File: config.mk
export PLATFORM = sky130hd
export DESIGN_NAME = bankwin_decoder
export DESIGN_NICKNAME = d
export VERILOG_FILES = /design/src/rtl/bwd_pkg.sv /design/src/rtl/bwd_addr_map.sv /design/src/rtl/bwd_iram.sv /design/src/rtl/bwd_regfile.sv /design/src/rtl/bankwin_decoder.sv
export SDC_FILE = /design/constraint.sdc
export NUM_CORES = 2
export LEC_CHECK = 0
export BUFFER_PORTS_ARGS = -buffer_cell sky130_fd_sc_hd__buf_4
export CORE_AREA = 2 2 534 536
export DETAILED_ROUTE_END_ITERATION = 8
export DIE_AREA = 0 0 536 538
export PLACE_DENSITY_LB_ADDON = 0.25
export SYNTH_ARGS = -nofsm -noshare
export SYNTH_HDL_FRONTEND = slang
export SYNTH_HIERARCHICAL = 1
export SYNTH_SLANG_ARGS = --single-unit
File: constraint.sdc
create_clock -name clk -period 6.12 [get_ports clk]
set_input_delay 1.836 -clock clk [delete_from_list [all_inputs] [get_ports clk]]
set_output_delay 1.836 -clock clk [all_outputs]
set_load 0.03 [all_outputs]
File: src/rtl/bwd_pkg.sv
package bwd_pkg;

    typedef enum logic [1:0] {
        TGT_SFR,
        TGT_RAM,
        TGT_REG,
        TGT_EXT
    } tgt_e;

    typedef enum logic [1:0] {
        ST_IDLE,
        ST_EXT,
        ST_SPILL,
        ST_FILL
    } st_e;

    // First RAM offset of a bank's register window
    function automatic logic [7:0] win_base(input logic [1:0] bank);
        return 8'hF8 - {3'b000, bank, 3'b000};
    endfunction

endpackage

File: src/rtl/bwd_addr_map.sv
module bwd_addr_map
    import bwd_pkg::*;
#(
    parameter int ADDR_W = 16,
    parameter int SEG_W  = 4
) (
    input  logic [ADDR_W-1:0]       addr,
    input  logic                    short_mode,
    input  logic                    alt_sel,
    input  logic                    ext_mode,
    input  logic [SEG_W-1:0]        seg_norm,
    input  logic [SEG_W-1:0]        seg_alt,
    input  logic [1:0]              bank,
    output tgt_e                    tgt,
    output logic [7:0]              off,
    output logic [ADDR_W+SEG_W-1:0] full_addr
);
    localparam logic [ADDR_W-1:0] SFR_LO = ADDR_W'('hFF00);
    localparam logic [ADDR_W-1:0] RAM_LO = ADDR_W'('hFE00);

    logic [SEG_W-1:0] seg;
    tgt_e             tgt_raw;
    logic             in_win;

    always_comb begin
        seg       = ext_mode ? (alt_sel ? seg_alt : seg_norm) : '0;
        full_addr = {seg, addr};
        off       = addr[7:0];
        tgt_raw   = TGT_EXT;
        if (short_mode) begin
            if (addr[7:0] >= 8'hE0) begin
                tgt_raw = TGT_SFR;
                off     = addr[7:0] - 8'hE0;
            end else begin
                tgt_raw = TGT_RAM;
                off     = addr[7:0] + 8'h20;
            end
        end else if (seg != '0) begin
            tgt_raw = TGT_EXT;
        end else if (addr >= SFR_LO) begin
            tgt_raw = TGT_SFR;
        end else if (addr >= RAM_LO) begin
            tgt_raw = TGT_RAM;
        end
        in_win = (off[7:5] == 3'b111) && (off[4:3] == ~bank);
        tgt    = (tgt_raw == TGT_RAM && in_win) ? TGT_REG : tgt_raw;
    end

endmodule

File: src/rtl/bwd_iram.sv
module bwd_iram #(
    parameter int DATA_W = 8,
    parameter int AW     = 8
) (
    input  logic              clk,
    input  logic              we,
    input  logic [AW-1:0]     waddr,
    input  logic [DATA_W-1:0] wdata,
    input  logic [AW-1:0]     raddr,
    output logic [DATA_W-1:0] rdata
);
    localparam int DEPTH = 1 << AW;

    logic [DATA_W-1:0] mem [DEPTH];

    always_ff @(posedge clk) begin
        if (we) begin
            mem[waddr] <= wdata;
        end
    end

    assign rdata = mem[raddr];

endmodule

File: src/rtl/bwd_regfile.sv
module bwd_regfile #(
    parameter int DATA_W = 8,
    parameter int NREG   = 8
) (
    input  logic                     clk,
    input  logic                     rst_n,
    input  logic                     we,
    input  logic [$clog2(NREG)-1:0]  widx,
    input  logic [DATA_W-1:0]        wdata,
    input  logic [$clog2(NREG)-1:0]  ridx,
    output logic [DATA_W-1:0]        rdata,
    output logic [NREG*DATA_W-1:0]   flat
);
    logic [DATA_W-1:0] r [NREG];

    for (genvar i = 0; i < NREG; i++) begin : g_reg
        always_ff @(posedge clk or negedge rst_n) begin
            if (!rst_n) begin
                r[i] <= '0;
            end else if (we && widx == i) begin
                r[i] <= wdata;
            end
        end
        assign flat[i*DATA_W +: DATA_W] = r[i];
    end

    assign rdata = r[ridx];

endmodule

File: src/rtl/bankwin_decoder.sv
module bankwin_decoder
    import bwd_pkg::*;
#(
    parameter int ADDR_W = 16,
    parameter int SEG_W  = 4,
    parameter int DATA_W = 8
) (
    input  logic                    clk,
    input  logic                    rst_n,
    input  logic                    req_valid,
    input  logic                    req_write,
    input  logic                    req_short,
    input  logic                    req_alt,
    input  logic [ADDR_W-1:0]       req_addr,
    input  logic [DATA_W-1:0]       req_wdata,
    output logic                    req_ready,
    output logic [DATA_W-1:0]       req_rdata,
    input  logic                    ext_mode,
    input  logic [SEG_W-1:0]        seg_norm,
    input  logic [SEG_W-1:0]        seg_alt,
    input  logic                    sw_start,
    input  logic [1:0]              sw_bank,
    output logic                    busy,
    output logic [1:0]              cur_bank,
    input  logic                    core_we,
    input  logic [2:0]              core_idx,
    input  logic [DATA_W-1:0]       core_wdata,
    output logic [8*DATA_W-1:0]     regs_q,
    output logic                    sfr_en,
    output logic                    sfr_we,
    output logic [7:0]              sfr_off,
    output logic [DATA_W-1:0]       sfr_wdata,
    input  logic [DATA_W-1:0]       sfr_rdata,
    output logic                    ext_valid,
    output logic                    ext_we,
    output logic [ADDR_W+SEG_W-1:0] ext_addr,
    output logic [DATA_W-1:0]       ext_wdata,
    input  logic [DATA_W-1:0]       ext_rdata,
    input  logic                    ext_ready
);
    localparam int NREG  = 8;
    localparam int IDX_W = $clog2(NREG);
    localparam int RAM_AW = 8;

    st_e               st, st_nx;
    logic [IDX_W-1:0]  idx;
    logic [1:0]        new_bank;
    tgt_e              tgt;
    logic [7:0]        off;
    logic              start_sw;
    logic              acc;

    logic              ram_we;
    logic [RAM_AW-1:0] ram_waddr, ram_raddr;
    logic [DATA_W-1:0] ram_wdata, ram_q;
    logic              rf_we;
    logic [IDX_W-1:0]  rf_widx, rf_ridx;
    logic [DATA_W-1:0] rf_wdata, rf_q;

    bwd_addr_map #(.ADDR_W(ADDR_W), .SEG_W(SEG_W)) u_map (
        .addr      (req_addr),
        .short_mode(req_short),
        .alt_sel   (req_alt),
        .ext_mode  (ext_mode),
        .seg_norm  (seg_norm),
        .seg_alt   (seg_alt),
        .bank      (cur_bank),
        .tgt       (tgt),
        .off       (off),
        .full_addr (ext_addr)
    );

    bwd_iram #(.DATA_W(DATA_W), .AW(RAM_AW)) u_ram (
        .clk  (clk),
        .we   (ram_we),
        .waddr(ram_waddr),
        .wdata(ram_wdata),
        .raddr(ram_raddr),
        .rdata(ram_q)
    );

    bwd_regfile #(.DATA_W(DATA_W), .NREG(NREG)) u_rf (
        .clk  (clk),
        .rst_n(rst_n),
        .we   (rf_we),
        .widx (rf_widx),
        .wdata(rf_wdata),
        .ridx (rf_ridx),
        .rdata(rf_q),
        .flat (regs_q)
    );

    assign start_sw = (st == ST_IDLE) && sw_start && (sw_bank != cur_bank);
    assign acc      = (st == ST_IDLE) && req_valid && !start_sw;
    assign busy     = (st == ST_SPILL) || (st == ST_FILL);

    // Next-state logic
    always_comb begin
        st_nx = st;
        unique case (st)
            ST_IDLE: begin
                if (start_sw) begin
                    st_nx = ST_SPILL;
                end else if (acc && tgt == TGT_EXT) begin
                    st_nx = ST_EXT;
                end
            end
            ST_EXT: begin
                if (ext_ready) begin
                    st_nx = ST_IDLE;
                end
            end
            ST_SPILL: begin
                if (idx == IDX_W'(NREG - 1)) begin
                    st_nx = ST_FILL;
                end
            end
            ST_FILL: begin
                if (idx == IDX_W'(NREG - 1)) begin
                    st_nx = ST_IDLE;
                end
            end
        endcase
    end

    // State register, byte counter and bank select
    always_ff @(posedge clk or negedge rst_n) begin
        if (!rst_n) begin
            st       <= ST_IDLE;
            idx      <= '0;
            new_bank <= '0;
            cur_bank <= '0;
        end else begin
            st <= st_nx;
            if (start_sw) begin
                new_bank <= sw_bank;
                idx      <= '0;
            end else if (busy) begin
                idx <= idx + 1'b1;
            end
            if (st == ST_FILL && st_nx == ST_IDLE) begin
                cur_bank <= new_bank;
            end
        end
    end

    // Outputs and datapath steering
    always_comb begin
        req_ready = 1'b0;
        req_rdata = '0;
        sfr_en    = 1'b0;
        sfr_we    = 1'b0;
        sfr_off   = off;
        sfr_wdata = req_wdata;
        ext_valid = 1'b0;
        ext_we    = req_write;
        ext_wdata = req_wdata;
        ram_we    = 1'b0;
        ram_waddr = off;
        ram_wdata = req_wdata;
        ram_raddr = off;
        rf_we     = 1'b0;
        rf_widx   = off[IDX_W-1:0];
        rf_wdata  = req_wdata;
        rf_ridx   = off[IDX_W-1:0];
        unique case (st)
            ST_IDLE: begin
                if (acc) begin
                    unique case (tgt)
                        TGT_SFR: begin
                            sfr_en    = 1'b1;
                            sfr_we    = req_write;
                            req_ready = 1'b1;
                            req_rdata = sfr_rdata;
                        end
                        TGT_RAM: begin
                            ram_we    = req_write;
                            req_ready = 1'b1;
                            req_rdata = ram_q;
                        end
                        TGT_REG: begin
                            rf_we     = req_write;
                            req_ready = 1'b1;
                            req_rdata = rf_q;
                        end
                        TGT_EXT: begin
                            req_ready = 1'b0;
                        end
                    endcase
                end
                if (!rf_we && core_we) begin
                    rf_we    = 1'b1;
                    rf_widx  = core_idx;
                    rf_wdata = core_wdata;
                end
            end
            ST_EXT: begin
                ext_valid = 1'b1;
                req_ready = ext_ready;
                req_rdata = ext_rdata;
            end
            ST_SPILL: begin
                rf_ridx   = idx;
                ram_we    = 1'b1;
                ram_waddr = win_base(cur_bank) + {5'b0, idx};
                ram_wdata = rf_q;
            end
            ST_FILL: begin
                ram_raddr = win_base(new_bank) + {5'b0, idx};
                rf_we     = 1'b1;
                rf_widx   = idx;
                rf_wdata  = ram_q;
            end
        endcase
    end

endmodule

==> results.cfg <==
[status]
status = finished, violations left
violations = setup timing

[global_route]
grt_first_pass_wirelength_mm = 355
grt_pass1_vias = 45800
track_usage_pct = 17.3
use_met1_pct = 24.2
gr-total-overflow = 0
antenna_found_initial = 5
grt_max_degree = 114
met3_usage_pct = 2.91
met2_usage_pct = 27.7
busiest_layer = met2

[logic_synthesis]
synth_top_area_share_pct = 72.9
synth-seq-cells = 2121
synth_edf_count = 2048
synth_area_um2 = 84300
yosysTopAreaCell = edfxtp_1
syn_avg_cell_area_um2 = 20.4
synthArstFlopShare_pct = 3.44
syn-instance-count = 4136
ys.flop_type = edfxtp_1
seq_area_frac_synth_pct = 75.1
ys_top_cells_by_area = edfxtp_1, mux4_2, dfrtp_1
ys.warnings.count = 6
synth_nets = 4215
yosysUniqueCellTypes = 78

[placement]
post-place-ws_ns = -2.12
gp_congestion = 0.879
port_buffers = 194
place_area_um2 = 95800
dpl.hpwl_mm = 170

[floorplan]
rows = 196
io_pins = 195
initial_utilization_pct = 29.8
die_y_um = 538
dieArea_um2 = 288000
dieWidth_um = 536
coreArea_um2 = 283000

[timing]
maxSlewViolCount = 0
fin_crit_sh_pct = 118
setup_viol = 8
rsz0062_at_grt = yes
slew_headroom_pct = 19.3
setup_ws_ns = -1.12
timing.hold.ws_ns = 0.534
fin_skew_ns = 0.0539
final_hold_viol_count = 0
finalCriticalPeriod_ns = 7.24
worstMarginPinSlew_ns = 1.21
fmax_mhz = 138

[worst_hold_path]
hold_start = u_rf/flat[36]
hp-class = flip-flop to flip-flop
holdPathStages = 1

[critical_path]
required_ns = 4.28
start_kind = primary input
reg2reg_from = st[1]
crit_slowest_cell = mux4_2
rr_worst_depth = 18
crit_chain = buf_8, mux2_8, buf_12, buf_16, mux4_2, mux4_2, nor2b_4, nor4_4, buf_4, nor4_2, buf_4, nand2_1, o21ai_1, a22o_2, buf_6
critical_path_class = primary input to output port
arrival_ns = 5.41
crit_start = req_addr[0]
cp_max_fo = 8
cpPeakStageDelay_ns = 0.55
crit_path_end_kind = output port

[power_and_ir_drop]
peakVddDrop_mv = 0.423
p_per_area_nw_per_um2 = 500
leakagePower_nw = 34.9
p_total_mw = 52.2

[detailed_routing]
first_pass_iters = 7
vias = 45600
ant_nets = 0
via_per_inst = 5.05
route.detailed.drc = 0
drtIter0Drc = 5119
wl_per_cell_um = 28.1
routed_wirelength_mm = 254

[final_layout]
nets = 5155
final_cell_area_um2 = 104000
drive_gt1_share_pct = 38.4
syn_to_final_growth_pct = 23.8

[cts]
ctsHoldBuffers = 0
cts_tree = built
root_buffer = clkbuf_16
insertion_delay_ns = 0.87
cts_buffer_depth = 3
clock-sinks = 2121
clk_pin_slew_ns = 0.06
htree_levels = 4
cts_buffers = 219

[flow_run]
max-cap-violations = 0
[kinds of logic after synthesis]
| family | after synthesis | share of synthesized area (%) |
|---|---|---|
| AND/OR/NAND/NOR | 542 | 3.02 |
| flip-flops | 2121 | 75.1 |
| adder cells (fa/ha/maj) | 8 | 0.119 |
| multiplexers | 711 | 15.7 |
| AO/OA/AOI/OAI | 438 | 3.72 |
| XOR/XNOR | 7 | 0.0727 |
| buffers and inverters | 309 | 2.31 |
[report_power, final]
group | leakage, nW | switching [mW] | internal [mW]
Sequential | 19.7 | 0.279 | 20.8
Combinational | 11.9 | 12.0 | 6.04
Clock | 3.40 | 5.67 | 7.45
[routing by layer]
layer,share of wire [%],vias up
li1,-,19100
met1,44,24600
met2,47,1561
met3,6.4,333
met4,2.7,0
met5,0,-
[area by class of cell]
type | count | area [µm²]
Antenna cell | 2 | 5.00
Clock buffer | 276 | 5740
Clock inverter | 130 | 1280
Fill cell | 26000 | 179000
Inverter | 11 | 41.3
Multi-Input combinational cell | 1706 | 20300
Sequential cell | 2121 | 63300
Tap cell | 3762 | 4710
Timing Repair Buffer | 1017 | 9070
[worst max-delay path, delay by kind of cell]
family | cells | cell delay (ns)
AO/OA/AOI/OAI | 2 | 0.30
AND/OR/NAND/NOR | 4 | 0.74
multiplexers | 3 | 1.41
buffers and inverters | 6 | 1.03
[cells in the final DEF (no fill, tap or decap), types with 11 or more instances in the layout]
| cell type | n |
|---|---|
| nand3_1 | 36 |
| a21oi_1 | 85 |
| mux4_2 | 456 |
| nor4_4 | 17 |
| bufinv_16 | 19 |
| clkbuf_1 | 55 |
| nand2_1 | 51 |
| nand4_1 | 15 |
| nor2b_1 | 30 |
| buf_12 | 85 |
| and2_1 | 14 |
| mux4_1 | 16 |
| edfxtp_1 | 2048 |
| o211ai_1 | 11 |
| o22ai_1 | 28 |
| clkinv_1 | 54 |
| a22oi_1 | 123 |
| buf_4 | 888 |
| clkbuf_16 | 221 |
| a221o_1 | 11 |
| clkinv_2 | 35 |
| mux2i_1 | 144 |
| dfrtp_1 | 73 |
| mux2_2 | 79 |
| a21oi_2 | 14 |
| nor2_1 | 283 |
| o221ai_1 | 41 |
| buf_6 | 28 |
[path summary, 6_finish.rpt]
| check | to | slack (ns) |
|---|---|---|
| min reg2reg | u_rf/flat[36] | 0.53 |
| max in group asynchronous | u_rf/flat[7] | 4.23 |
| min in group asynchronous | u_rf/flat[50] | 0.85 |
| max reg2reg | u_rf/flat[12] | 1.23 |
| min | u_rf/flat[36] | 0.53 |
| max | req_rdata[4] | -1.12 |
[flip-flops by register name (all words and copies together), names as in the netlist]
| signal | count |
|---|---|
| u_rf/flat | 64 |
| u_ram/mem | 2048 |
| new_bank | 2 |
| st | 2 |
| cur_bank | 2 |
| idx | 3 |
[timing repair]
item	4_1_cts	5_1_grt
setup endpoints to repair	8	8
pin swaps	40	30
buffers inserted	28	15
resized for setup	165	50
cloned	5	0
[metrics by stage]
stage,instances,TNS (ns),util [%]
after floorplan,4136,-0.0731,-
after global placement,8578,-47.21,33.8
after detailed placement,8578,-42.00,33.8
after CTS,9009,-8.35,36.7
after global routing,9024,-8.53,36.9
final,9025,-8.18,36.9
[cell usage after synthesis (all sizes together), types with 14 or more instances]
master,instances
o221ai,47
a22o,17
nor2b,39
mux2,92
nand3,36
dfrtp,73
o22ai,29
a211oi,16
nor4,29
nand4,15
mux4,472
edfxtp,2048
nor3,22
nand2,52
mux2i,147
o21ai,26
a221oi,14
clkbuf,118
and2,17
a21oi,103
buf,180
a22oi,133
nor2,291
No activity file was read; power rests on OpenSTA's default activity.
